==> src/rtl/gap2_pkg.sv <==
// Shared types and helpers for the gap-2 write gate sequencer.
// Assumes a two-bit format select where bit 0 picks perpendicular recording
// and bit 1 picks the higher rate; code 2'b10 is reserved.
package gap2_pkg;

    typedef enum logic [1:0] {
        MODE_CONV    = 2'b00,
        MODE_PERP_LO = 2'b01,
        MODE_PERP_HI = 2'b10
    } rec_mode_e;

    typedef enum logic [1:0] {
        ST_IDLE  = 2'b00,
        ST_PRE   = 2'b01,
        ST_GATED = 2'b10,
        ST_DATA  = 2'b11
    } seq_state_e;

    // Map the raw format select to a recording scheme; reserved falls back.
    function automatic rec_mode_e fmt_to_mode(input logic [1:0] f);
        case (f)
            2'b01:   return MODE_PERP_LO;
            2'b11:   return MODE_PERP_HI;
            default: return MODE_CONV;
        endcase
    endfunction

endpackage

==> src/rtl/gap2_len_decode.sv <==
// Turns the captured recording scheme into two byte thresholds: the total
// gap-2 length and the count at which the write gate turns on.
// Assumes each written portion is no longer than its gap.
module gap2_len_decode
    import gap2_pkg::*;
#(
    parameter int GAP_CONV    = 22,
    parameter int GAP_PERP_LO = 22,
    parameter int WR_PERP_LO  = 19,
    parameter int GAP_PERP_HI = 41,
    parameter int WR_PERP_HI  = 38,
    parameter int CNT_W       = 6
) (
    input  rec_mode_e          mode,
    output logic [CNT_W-1:0]   gap_len,
    output logic [CNT_W-1:0]   gate_at
);

    localparam int GATE_PERP_LO = GAP_PERP_LO - WR_PERP_LO;
    localparam int GATE_PERP_HI = GAP_PERP_HI - WR_PERP_HI;

    // Select both thresholds for the scheme in use.
    always_comb begin
        case (mode)
            MODE_PERP_LO: begin
                gap_len = CNT_W'(GAP_PERP_LO);
                gate_at = CNT_W'(GATE_PERP_LO);
            end
            MODE_PERP_HI: begin
                gap_len = CNT_W'(GAP_PERP_HI);
                gate_at = CNT_W'(GATE_PERP_HI);
            end
            default: begin
                gap_len = CNT_W'(GAP_CONV);
                gate_at = CNT_W'(GAP_CONV);
            end
        endcase
    end

endmodule

==> src/rtl/gap2_byte_counter.sv <==
// Counts byte strobes from a synchronous clear. Assumes the controller stops
// incrementing before the counter could wrap.
module gap2_byte_counter #(
    parameter int CNT_W = 6
) (
    input  logic             clk,
    input  logic             rst_n,
    input  logic             clr,
    input  logic             inc,
    output logic [CNT_W-1:0] cnt
);

    // Clear on reset or new sector, otherwise step on each counted strobe.
    always_ff @(posedge clk) begin
        if (!rst_n || clr) cnt <= '0;
        else if (inc)      cnt <= cnt + 1'b1;
    end

    AST_CNT_NO_WRAP: assert property (@(posedge clk) disable iff (!rst_n)
        inc |-> cnt != '1);

endmodule

==> src/rtl/gap2_wgate_seq.sv <==
// Gap-2 write gate sequencer. Accepts a start pulse when idle, captures the
// recording scheme, counts byte strobes and raises the write gate at the
// scheme's threshold; the gate holds until an end-of-write pulse.
// Assumes byte_tick, id_done and wr_end are single-cycle pulses in clk.
module gap2_wgate_seq
    import gap2_pkg::*;
#(
    parameter int GAP_CONV    = 22,
    parameter int GAP_PERP_LO = 22,
    parameter int WR_PERP_LO  = 19,
    parameter int GAP_PERP_HI = 41,
    parameter int WR_PERP_HI  = 38
) (
    input  logic       clk,
    input  logic       rst_n,
    input  logic [1:0] fmt_sel,
    input  logic       byte_tick,
    input  logic       id_done,
    input  logic       wr_end,
    output logic       wr_gate,
    output logic       gap_end,
    output logic [1:0] active_mode
);

    localparam int MAX_GAP = (GAP_PERP_HI > GAP_PERP_LO)
                           ? ((GAP_PERP_HI > GAP_CONV) ? GAP_PERP_HI : GAP_CONV)
                           : ((GAP_PERP_LO > GAP_CONV) ? GAP_PERP_LO : GAP_CONV);
    localparam int CNT_W = $clog2(MAX_GAP + 2);

    seq_state_e       state, state_nxt;
    rec_mode_e        mode_q;
    logic             gap_end_q;
    logic [CNT_W-1:0] cnt, cnt_nxt, gap_len, gate_at;
    logic             busy, counting, start_ok, tick_ok, reach_gate, reach_gap;

    gap2_len_decode #(
        .GAP_CONV(GAP_CONV), .GAP_PERP_LO(GAP_PERP_LO), .WR_PERP_LO(WR_PERP_LO),
        .GAP_PERP_HI(GAP_PERP_HI), .WR_PERP_HI(WR_PERP_HI), .CNT_W(CNT_W)
    ) u_dec (
        .mode(mode_q), .gap_len(gap_len), .gate_at(gate_at)
    );

    gap2_byte_counter #(.CNT_W(CNT_W)) u_cnt (
        .clk(clk), .rst_n(rst_n), .clr(start_ok), .inc(tick_ok), .cnt(cnt)
    );

    // Qualify incoming pulses against the current state.
    always_comb begin
        busy       = (state != ST_IDLE);
        counting   = (state == ST_PRE) || (state == ST_GATED);
        start_ok   = id_done && !busy;
        tick_ok    = byte_tick && counting && !wr_end;
        cnt_nxt    = cnt + 1'b1;
        reach_gate = tick_ok && (cnt_nxt == gate_at);
        reach_gap  = tick_ok && (cnt_nxt == gap_len);
    end

    // Next-state selection for the sector sequence.
    always_comb begin
        state_nxt = state;
        case (state)
            ST_IDLE:  if (start_ok) state_nxt = ST_PRE;
            ST_PRE: begin
                if (wr_end)          state_nxt = ST_IDLE;
                else if (reach_gate) state_nxt = reach_gap ? ST_DATA : ST_GATED;
            end
            ST_GATED: begin
                if (wr_end)          state_nxt = ST_IDLE;
                else if (reach_gap)  state_nxt = ST_DATA;
            end
            default:  if (wr_end) state_nxt = ST_IDLE;
        endcase
    end

    // State, captured scheme and gap-end pulse registers.
    always_ff @(posedge clk) begin
        if (!rst_n) begin
            state     <= ST_IDLE;
            mode_q    <= MODE_CONV;
            gap_end_q <= 1'b0;
        end else begin
            state     <= state_nxt;
            gap_end_q <= reach_gap;
            if (start_ok) mode_q <= fmt_to_mode(fmt_sel);
        end
    end

    // Drive outputs straight from registers.
    always_comb begin
        wr_gate     = (state == ST_GATED) || (state == ST_DATA);
        gap_end     = gap_end_q;
        active_mode = mode_q;
    end

    AST_GATE_AT_COUNT: assert property (@(posedge clk) disable iff (!rst_n)
        $rose(wr_gate) |-> cnt == gate_at);
    AST_GAP_END_AT_LEN: assert property (@(posedge clk) disable iff (!rst_n)
        gap_end |-> cnt == gap_len);
    AST_GAP_END_PULSE: assert property (@(posedge clk) disable iff (!rst_n)
        gap_end |=> !gap_end);
    AST_MODE_HELD: assert property (@(posedge clk) disable iff (!rst_n)
        (busy && !wr_end) |=> $stable(active_mode));
    AST_GATE_HOLDS: assert property (@(posedge clk) disable iff (!rst_n)
        (wr_gate && !wr_end) |=> wr_gate);
    AST_GATE_DROPS: assert property (@(posedge clk) disable iff (!rst_n)
        (busy && wr_end) |=> !wr_gate);
    AST_BUSY_KEPT: assert property (@(posedge clk) disable iff (!rst_n)
        (busy && !wr_end) |=> busy);
    AST_IDLE_QUIET: assert property (@(posedge clk) disable iff (!rst_n)
        (!busy && !id_done) |=> !wr_gate);
    AST_GATE_ON_RES: assert property (@(posedge clk) disable iff (!rst_n)
        (wr_gate && active_mode == 2'b00) |-> cnt == gap_len);

endmodule

==> config.mk <==
export PLATFORM = sky130hd
export DESIGN_NAME = gap2_wgate_seq
export DESIGN_NICKNAME = d
export VERILOG_FILES = /design/src/rtl/gap2_pkg.sv /design/src/rtl/gap2_len_decode.sv /design/src/rtl/gap2_byte_counter.sv /design/src/rtl/gap2_wgate_seq.sv
export SDC_FILE = /design/constraint.sdc
export NUM_CORES = 1
export LEC_CHECK = 0
export BUFFER_PORTS_ARGS = -buffer_cell sky130_fd_sc_hd__buf_2
export CAP_MARGIN = 40
export CORE_MARGIN = 10
export CORE_UTILIZATION = 49
export CTS_CLUSTER_DIAMETER = 40
export DETAILED_ROUTE_END_ITERATION = 12
export PLACE_DENSITY_LB_ADDON = 0.15
export SYNTH_ARGS = -nofsm -noshare
export SYNTH_HDL_FRONTEND = slang
export SYNTH_SLANG_ARGS = --single-unit
==> constraint.sdc <==
create_clock -name clk -period 2 [get_ports clk]
set_input_delay 0.2 -clock clk [delete_from_list [all_inputs] [get_ports clk]]
set_output_delay 0.2 -clock clk [all_outputs]
set_load 0.03 [all_outputs]
# Word level (Yosys, flattened, before mapping)

Cells that the tools add are included.

$add $sub $neg: 1
Equal/unequal tests: 12
Multiplexer cells: 11
Reduce and logical (&&, ||, !) cells: 16

Operator list:

| operator              | number |
|---|---|
| $eq A6 B6 Y1          | 2 |
| $mux W2               | 6 |
| $eq A2 B2 Y1 const B  | 4 |
| $add A6 B1 Y6 const B | 1 |
| $eq A2 B1 Y1 const B  | 3 |
| $mux W6               | 1 |
| $ne A3 B3 Y1 const B  | 2 |
| $pmux W2 S3           | 1 |
| $logic_and A1 B1 Y1   | 5 |
| $mux W5               | 1 |
| $pmux W2 S2           | 1 |
| $reduce_and A4 Y1     | 1 |
| $reduce_bool A4 Y1    | 1 |
| $logic_not A1 Y1      | 3 |
| $logic_or A1 B1 Y1    | 3 |
| $logic_not A2 Y1      | 1 |
| $ne A2 B1 Y1 const B  | 1 |
| $reduce_bool A2 Y1    | 1 |
| $reduce_or A2 Y1      | 1 |
| $mux W1               | 1 |

Register bits: 11
Input bits: 7
Output and inout bits: 4
Logic and storage cells: 44

# Logic depth before layout (Yosys ltp)

Gate-level depths: netlist of the first run.

Word-level depth: 9
Mapped depth: 9
Gate-level depth less buffers: 8

# By module

From an unflattened synthesis of the first run, not the netlist that was laid out.

Cells, all modules: 132
Area total of the unflattened synthesis: 1,034.7 µm²

Modules (own cells, without submodules):

| module            | times used | cells each | area an instance (µm²) |
|---|---|---|---|
| gap2_wgate_seq    | 1          | 92         | 685.7 |
| gap2_byte_counter | 1          | 25         | 245.2 |
| gap2_len_decode   | 1          | 15         | 103.8 |

# Least setup slack after synthesis of the first run

Ideal clock, no wire load.

Kind: register to register
Start point: reg mode_q[0], in the netlist active_mode[0]
End point: reg state[0]
Library setup time: 0.072 ns
Arrival: 1.885 ns
Setup slack: 0.043 ns
Cell stages (with the launch flop): 9
Path buffers: 0
Clock period less this slack: 1.957 ns
Path through: dfxtp_1 > inv_1 > ha_1 > nor4_1 > nor2_1 > a221oi_1 > a31oi_1 > a31oi_2 > mux2i_1

Cells in the longest elaborated chain, start to end: 8
Elaborated cells between the ends (all ways): 16

Ends and longest elaborated chain:

| element                | line                  | text |
|---|---|---|
| start, declared        | gap2_wgate_seq.sv:31  | `rec_mode_e mode_q;` |
| start signal, assigned | gap2_wgate_seq.sv:84  | `if (start_ok) mode_q <= fmt_to_mode(fmt_sel);` |
| $eq A2 B2 Y1           | gap2_len_decode.sv:24 | `case (mode)` |
| $mux W6                | gap2_len_decode.sv:24 |  |
| $eq A6 B6 Y1           | gap2_wgate_seq.sv:55  | `reach_gap = tick_ok && (cnt_nxt == gap_len);` |
| $logic_and A1 B1 Y1    | gap2_wgate_seq.sv:55  |  |
| $mux W1                | gap2_wgate_seq.sv:65  | `else if (reach_gate) state_nxt = reach_gap ? ST_DATA : ST_GATED;` |
| $mux W2                | gap2_wgate_seq.sv:65  |  |
| $mux W2                | gap2_wgate_seq.sv:64  | `if (wr_end) state_nxt = ST_IDLE;` |
| $pmux W2 S3            | gap2_wgate_seq.sv:61  | `case (state)` |
| end signal, assigned   | gap2_wgate_seq.sv:82  | `state <= state_nxt;` |
| end, declared          | gap2_wgate_seq.sv:30  | `seq_state_e state, state_nxt;` |

Parallel ways exist; a longest one is shown, timed or not. The select of a mux whose other input is x is not followed.
A chain may end at the register's enable or synchronous reset.

# Worst setup path after layout of the first run

Start point: reg u_cnt.cnt[0]
End point: reg state[1]

Cells in the longest elaborated chain, start to end: 5
Elaborated cells between the ends (all ways): 8

Ends and longest elaborated chain:

| element                                | line                                       | text |
|---|---|---|
| start, declared                        | gap2_byte_counter.sv:10                    | `output logic [CNT_W-1:0] cnt` |
| start signal, assigned                 | gap2_byte_counter.sv:16                    | `else if (inc) cnt <= cnt + 1'b1;` |
| $add A6 B1 Y6 (*)                      | gap2_wgate_seq.sv:53                       | `cnt_nxt = cnt + 1'b1;` |
| $eq A6 B6 Y1 (on tied branches)        | gap2_wgate_seq.sv:55, gap2_wgate_seq.sv:54 |  |
| $logic_and A1 B1 Y1 (on tied branches) | gap2_wgate_seq.sv:55, gap2_wgate_seq.sv:54 |  |
| $ne A3 B3 Y1 (no line)                 | -                                          |  |
| $reduce_and A4 Y1 (no line) (*)        | -                                          |  |

Mark *: on every way between the ends. The rest lies on a longest branch, timed or not.

==> summary.txt, run 1 <==
Sw Pwr -> 262 uW
DRC errors left -> 0
Setup slack after layout -> 0.137 ns
Syn nets -> 108
Sw Share -> 0.378
Logic pwr share -> 0.386
Top FF cell, synth -> dfxtp_1
Gp weighted congestion -> 0.788
Layout Skew -> 0.00781 ns
Final antenna-violating net count -> 0
Number of synthesized flops with an enable pin -> 0
Die area -> 0.00359 mm^2
Root buffer cell -> clkbuf_4
XOR/XNOR share of the synthesized area -> 0.0672
Worst rel slew slack -> 0.785
Post-synthesis sequential area ratio -> 0.282
Core Box Area -> 0.00151 mm^2
Drt total wl -> 1.82 mm
GRT overflow -> 0
Netlist cell types -> 37
Share of post-route cells with drive strength above 1 -> 0.282
Clock share of power -> 0.239
Row count -> 14
Initial antenna violation count -> 0
Cells after Synth -> 95
GRT Total Usage -> 0.106
Hold Vio Cnt, Final -> 0
Critical Path Source -> u_cnt.cnt[0]
CP Class -> flop to flop
Post-Synth Adder-Cell Area -> 0.0960
Final nets -> 124
Area contributors post-synth -> dfxtp_1 (28%), ha_1 (9.6%), nand4_1 (4.8%), nor2_1 (4.8%), mux2i_1 (3.8%)
Setup TNS -> 0 ns
Number of vias per cell -> 5.89
Largest net degree at the start of global routing -> 11
Worst skew pair latency -> 0.28 ns
Pwr dens -> 744 mW/mm^2
Overall power -> 693 uW
Fmax -> 537 MHz
RR Startpoint -> u_cnt.cnt[0]
Via count -> 742
Hold slack final -> 0.204 ns
# IOs -> 11
Die W -> 60.0 um
Dpl ws -> 0.108 ns
Static leakage -> 0.384 nW
CP Capture Type -> flop
Status -> finished clean
Antenna diode count -> 0
Worst-path clk slew -> 0.08 ns
Cell Area, Synth -> 782 um^2
Mean Syn Cell Area -> 8.23 um^2
TritonCTS Sinks -> 11
Initial Utilization -> 0.519
Slew @ Worst Pin -> 0.322 ns
CTS tree -> done
Max VDD drop -> 0.480 mV
Number of synthesis warnings -> 0
First-pass GRT wire length -> 2.99 mm
Main combinational cell family by area after synthesis -> simple AND/OR/NAND/NOR gates
DP HPWL -> 1.28 mm
Most common cell in the synthesized netlist -> dfxtp_1
Max-cap viol count -> 0
Finished Layout Cells -> 126
Hold Path Class -> primary input to flop
Post-CTS Setup Bufs -> 0
Multiplexer area fraction after synthesis -> 0.0384
I/O Buffers -> 10
Vias in the first global route -> 678
Min Tclk post-route -> 1.86 ns
Pre-Repair DR Iteration Count -> 4
Area growth from synthesis to layout -> 19.0%
Int Power -> 430 uW
Mean routed wirelength per cell -> 14.4 um
Commonest cells in the synthesized netlist -> dfxtp_1 (11), nor2_1 (10), nand2_1 (8), ha_1 (6), nand4_1 (6)
Asr flop ratio synth -> 0
Die height -> 60.0 um
Flop pwr share -> 0.374
Compound-gate portion of the synthesized area -> 0.174
Crit start category -> flop
Placed Cells -> 122
Clk buf depth -> 2
Post-synthesis simple-gate area fraction -> 0.283
# setup viols final -> 0
Period utilization -> 0.931
CTS H-tree depth -> 1
Critical Path RT -> 2.22 ns
TritonCTS Buffers -> 3
Slew Limit Fails -> 0
Initial drt markers -> 12
Seq cells post-synth -> 11
Maximum fanout along the worst path -> 9
Synth area leader -> dfxtp_1
Synth top area share -> 0.282
Critical path arrival -> 2.08 ns
Worst hold start -> fmt_sel[0]
cells in the final DEF (no fill, tap or decap), drive strengths merged:
cell type | synthesis | final
clkbuf | 3 | 4
dfxtp | 11 | 11
o311ai | 1 | 1
ha | 6 | 6
a221o | 1 | 1
o211a | 2 | 2
nor4 | 1 | 1
nor3b | 1 | 1
mux2i | 3 | 3
nand3 | 2 | 2
or3 | 3 | 3
a2bb2oi | 1 | 1
o21ai | 3 | 3
or2 | 1 | 1
nand4 | 7 | 7
o211ai | 1 | 1
a221oi | 1 | 1
a21oi | 2 | 2
nor3 | 2 | 2
a31oi | 3 | 3
xor2 | 3 | 3
nand2 | 8 | 8
nor4b | 1 | 1
and3b | 1 | 1
inv | 6 | 6
nor2 | 10 | 10
a21boi | 3 | 3
buf | 2 | 16
xnor2 | 3 | 3
and4 | 1 | 1
nor2b | 2 | 2
flip-flops by register name, summed over array words and instances, names as in the netlist:
register	flops
active_mode	2
u_cnt.cnt	6
state	2
gap_end	1
power by group through the flow:
stage	clock network, mW	registers [mW]	logic [mW]
after global routing	0.177	0.261	0.294
after detailed placement	0	0.261	0.241
final	0.166	0.259	0.267
after global placement	0	0.261	0.236
after floorplan	0	0.263	0.181
after CTS	0.162	0.256	0.244
logic make-up (layout without fill, tap and decap cells):
kind of cell / after synthesis / after routing
adders and majority gates: 6 / 6
xor gates and xnor gates: 6 / 6
buffers and inverters: 11 / 26
AOI/OAI and AO/OA: 18 / 18
and+or+nand+nor: 40 / 40
DFF: 11 / 11
muxes: 3 / 3
critical path, stage by stage, from the launching register on:
cell     delay (ns)
dfxtp_1        0.33
ha_1           0.32
or3_1          0.34
a221o_1        0.39
a31oi_4        0.23
mux2i_1        0.19
routing by layer:
layer	GRT usage	vias up	routed length [um]
met5	0	-	0
met4	0.0577	0	28
met3	0.0318	4	80
met2	0.137	13	788
met1	0.149	353	922
li1	-	372	-
final timing paths:
| kind | depth (start not counted) | slack, ns | to |
|---|---|---|---|
| min | 3 | 0.20 | active_mode[1] |
| max | 5 | 0.14 | state[1] |
| min reg2reg | 2 | 0.49 | active_mode[1] |
| max reg2reg | 5 | 0.14 | state[1] |
metrics by stage:
| step | utilization | instance area (um^2) |
|---|---|---|
| finish | 0.618 | 931 |
| floorplan | - | 782 |
| detailed placement | 0.580 | 873 |
| global route | 0.618 | 931 |
| global placement | 0.580 | 873 |
| CTS | 0.597 | 900 |
final cells by class:
cell class | count | area (um^2)
Fill cell | 145 | 576
Clock buffer | 4 | 26.3
Multi-Input combinational cell | 73 | 544
Timing Repair Buffer | 16 | 95.1
Inverter | 6 | 22.5
Sequential cell | 11 | 223
Tap cell | 16 | 20.0
what timing repair did:
item / in CTS / in global routing
hold buffers: 0 / 0
setup endpoints to repair: 0 / 2
gates resized for setup: 0 / 7
(Power assumes the default switching activity.)
==> run 2: changes to the inputs <==
--- a/config.mk
+++ b/config.mk
@@ -11,6 +11,7 @@
 export CORE_UTILIZATION = 49
 export CTS_CLUSTER_DIAMETER = 40
 export DETAILED_ROUTE_END_ITERATION = 12
+export MAX_ROUTING_LAYER = met4
 export PLACE_DENSITY_LB_ADDON = 0.15
 export SYNTH_ARGS = -nofsm -noshare
 export SYNTH_HDL_FRONTEND = slang
==> run 2 against run 1 <==
Compared with the run above:
- clock-buffer cell count unchanged
- largest cell class unchanged
- power decreased by 0.76%
- worst hold slack improved by 0.0076 ns
- register-to-register slack about the same
- via count decreased by 1.8%
- die area unchanged
- core utilization unchanged
- wire length decreased by 2.1%
- combinational power about the same
- worst setup slack got worse by 0.0061 ns
- critical path depth unchanged
- first-iteration DRC count decreased by 17%
==> summary.txt, run 2 (synthesis results as in run 1) <==
DR WL met2 -> 776 um (-1.5%)
DRC errors left -> 0 (unchanged)
Number of vias per cell -> 5.79 (-1.8%)
Via count -> 729 (-1.8%)
Slew Limit Fails -> 0 (unchanged)
Met3 wire length -> 50 um (-38%)
Pwr dens -> 738 mW/mm^2 (-0.76%)
Die height -> 60.0 um (unchanged)
Critical R2R Capture -> state[1]
TritonCTS Sinks -> 11 (unchanged)
Max FFs per register -> 6 (unchanged)
Core Box Area -> 0.00151 mm^2 (unchanged)
Final nets -> 124 (unchanged)
Mean routed wirelength per cell -> 14.1 um (-2.1%)
RR Startpoint -> u_cnt.cnt[0]
Largest net degree at the start of global routing -> 11 (unchanged)
CTS tree -> done
Hold Path Class -> primary input to flop
Worst-path clk slew -> 0.07 ns (about the same)
Gp weighted congestion -> 0.799 (+1.4%)
Period utilization -> 0.935 (+0.00307)
Critical path arrival -> 2.08 ns (about the same)
Layout Skew -> 0.00248 ns (-0.00534 ns)
Setup slack after layout -> 0.131 ns (-0.00614 ns)
Clk buf depth -> 2 (unchanged)
Worst skew pair latency -> 0.28 ns (about the same)
Crit start category -> flop
Antenna diode count -> 0 (unchanged)
Pre-Repair DR Iteration Count -> 4 (unchanged)
Worst Reg2Reg Path Length in Cells -> 5 (unchanged)
Critical Path RT -> 2.21 ns (about the same)
Internal reg-to-reg setup slack -> 0.13 ns (about the same)
Min Tclk post-route -> 1.87 ns (+0.00615 ns)
Wl on met1 -> 925 um (+0.33%)
Finished Layout Cells -> 126 (unchanged)
# setup viols final -> 0 (unchanged)
Static leakage -> 0.384 nW (unchanged)
Die area -> 0.00359 mm^2 (unchanged)
CTS H-tree depth -> 1 (unchanged)
Root buffer cell -> clkbuf_4
Dpl ws -> 0.108 ns (unchanged)
Area growth from synthesis to layout -> 19.0% (unchanged)
Drt total wl -> 1.78 mm (-2.1%)
# IOs -> 11 (unchanged)
Vias in the first global route -> 675 (-0.44%)
Final Core Density -> 0.618 (unchanged)
Final antenna-violating net count -> 0 (unchanged)
Initial Utilization -> 0.519 (unchanged)
Post-CTS Setup Bufs -> 0 (unchanged)
Max VDD drop -> 0.480 mV (about the same)
Placed Cells -> 122 (unchanged)
CP Class -> flop to flop
Critical Path Source -> u_cnt.cnt[0]
Die W -> 60.0 um (unchanged)
Slew @ Worst Pin -> 0.322 ns (-0.000114 ns)
Initial antenna violation count -> 0 (unchanged)
Hold Vio Cnt, Final -> 0 (unchanged)
Biggest register -> u_cnt.cnt
TritonCTS Buffers -> 3 (unchanged)
Status -> finished clean
Maximum fanout along the worst path -> 9 (unchanged)
Fmax -> 535 MHz (-0.33%)
Commonest cells after routing, fill and taps aside -> nor2_1 (10), buf_2 (10), dfxtp_1 (9)
Crit path to -> state[1]
Top layer in use -> met4
Row count -> 14 (unchanged)
Max-cap viol count -> 0 (unchanged)
Overall power -> 687 uW (-0.76%)
GRT Total Usage -> 0.109 (+0.00291)
I/O Buffers -> 10 (unchanged)
DP HPWL -> 1.28 mm (unchanged)
Share of post-route cells with drive strength above 1 -> 0.282 (unchanged)
CP Capture Type -> flop
Initial drt markers -> 10 (-2)
Worst rel slew slack -> 0.786 (about the same)
GRT overflow -> 0 (unchanged)
First-pass GRT wire length -> 2.99 mm (unchanged)
## run 2: cell counts in the layout (fill, tap and decap cells not counted)
No cell type changed its count.
## run 2: layer usage
metal	vias to the layer above	global-route usage
met1	342	0.152
met3	3	0.0254
met4	0	0.0577
met2	11	0.137
met5	-	-
li1	373	-
## run 2: worst min path at each step
stage               cells past startpoint        endpoint  slack, ns            from
floorplan                               1  active_mode[0]       0.33           rst_n
global placement                        2  active_mode[1]       0.48  active_mode[1]
detailed placement                      2  active_mode[1]       0.48  active_mode[1]
CTS                                     3  active_mode[1]       0.22      fmt_sel[0]
global route                            3  active_mode[1]       0.23      fmt_sel[0]
finish                                  3  active_mode[1]       0.21      fmt_sel[0]
## run 2: timing repair
| action | CTS | global route |
|---|---|---|
| setup endpoints to repair | 0 | 2 |
| gates resized for setup | 0 | 7 |
| hold buffers | 0 | 0 |
## run 2: cell type report
cell class / instances / area (um^2)
fillers: 145 / 576
repair buffers: 16 / 95.1
inverters: 6 / 22.5
multi-input cells: 73 / 544
well taps: 16 / 20.0
clock buffers: 4 / 26.3
flip-flops and latches: 11 / 223
## run 2: worst max-delay path, stage by stage, from the launching register on
cell	delay (ns)
dfxtp_1	0.34
ha_1	0.32
or3_1	0.34
a221o_1	0.39
a31oi_4	0.23
mux2i_1	0.19
## run 2: per-stage QoR
stage          cell area [um^2]  hold slack (ns)  TNS (ns)
5_1_grt                     931            0.233   -0.0157
6_report                    931            0.211         0
3_3_place_gp                873            0.477         0
3_5_place_dp                873            0.485         0
2_1_floorplan               782            0.328         0
4_1_cts                     900            0.215         0
## run 2: power by group
part	internal (mW)	switching, mW	total, mW
Sequential	0.239	0.0198	0.259
Combinational	0.114	0.153	0.267
Clock	0.0775	0.0837	0.161
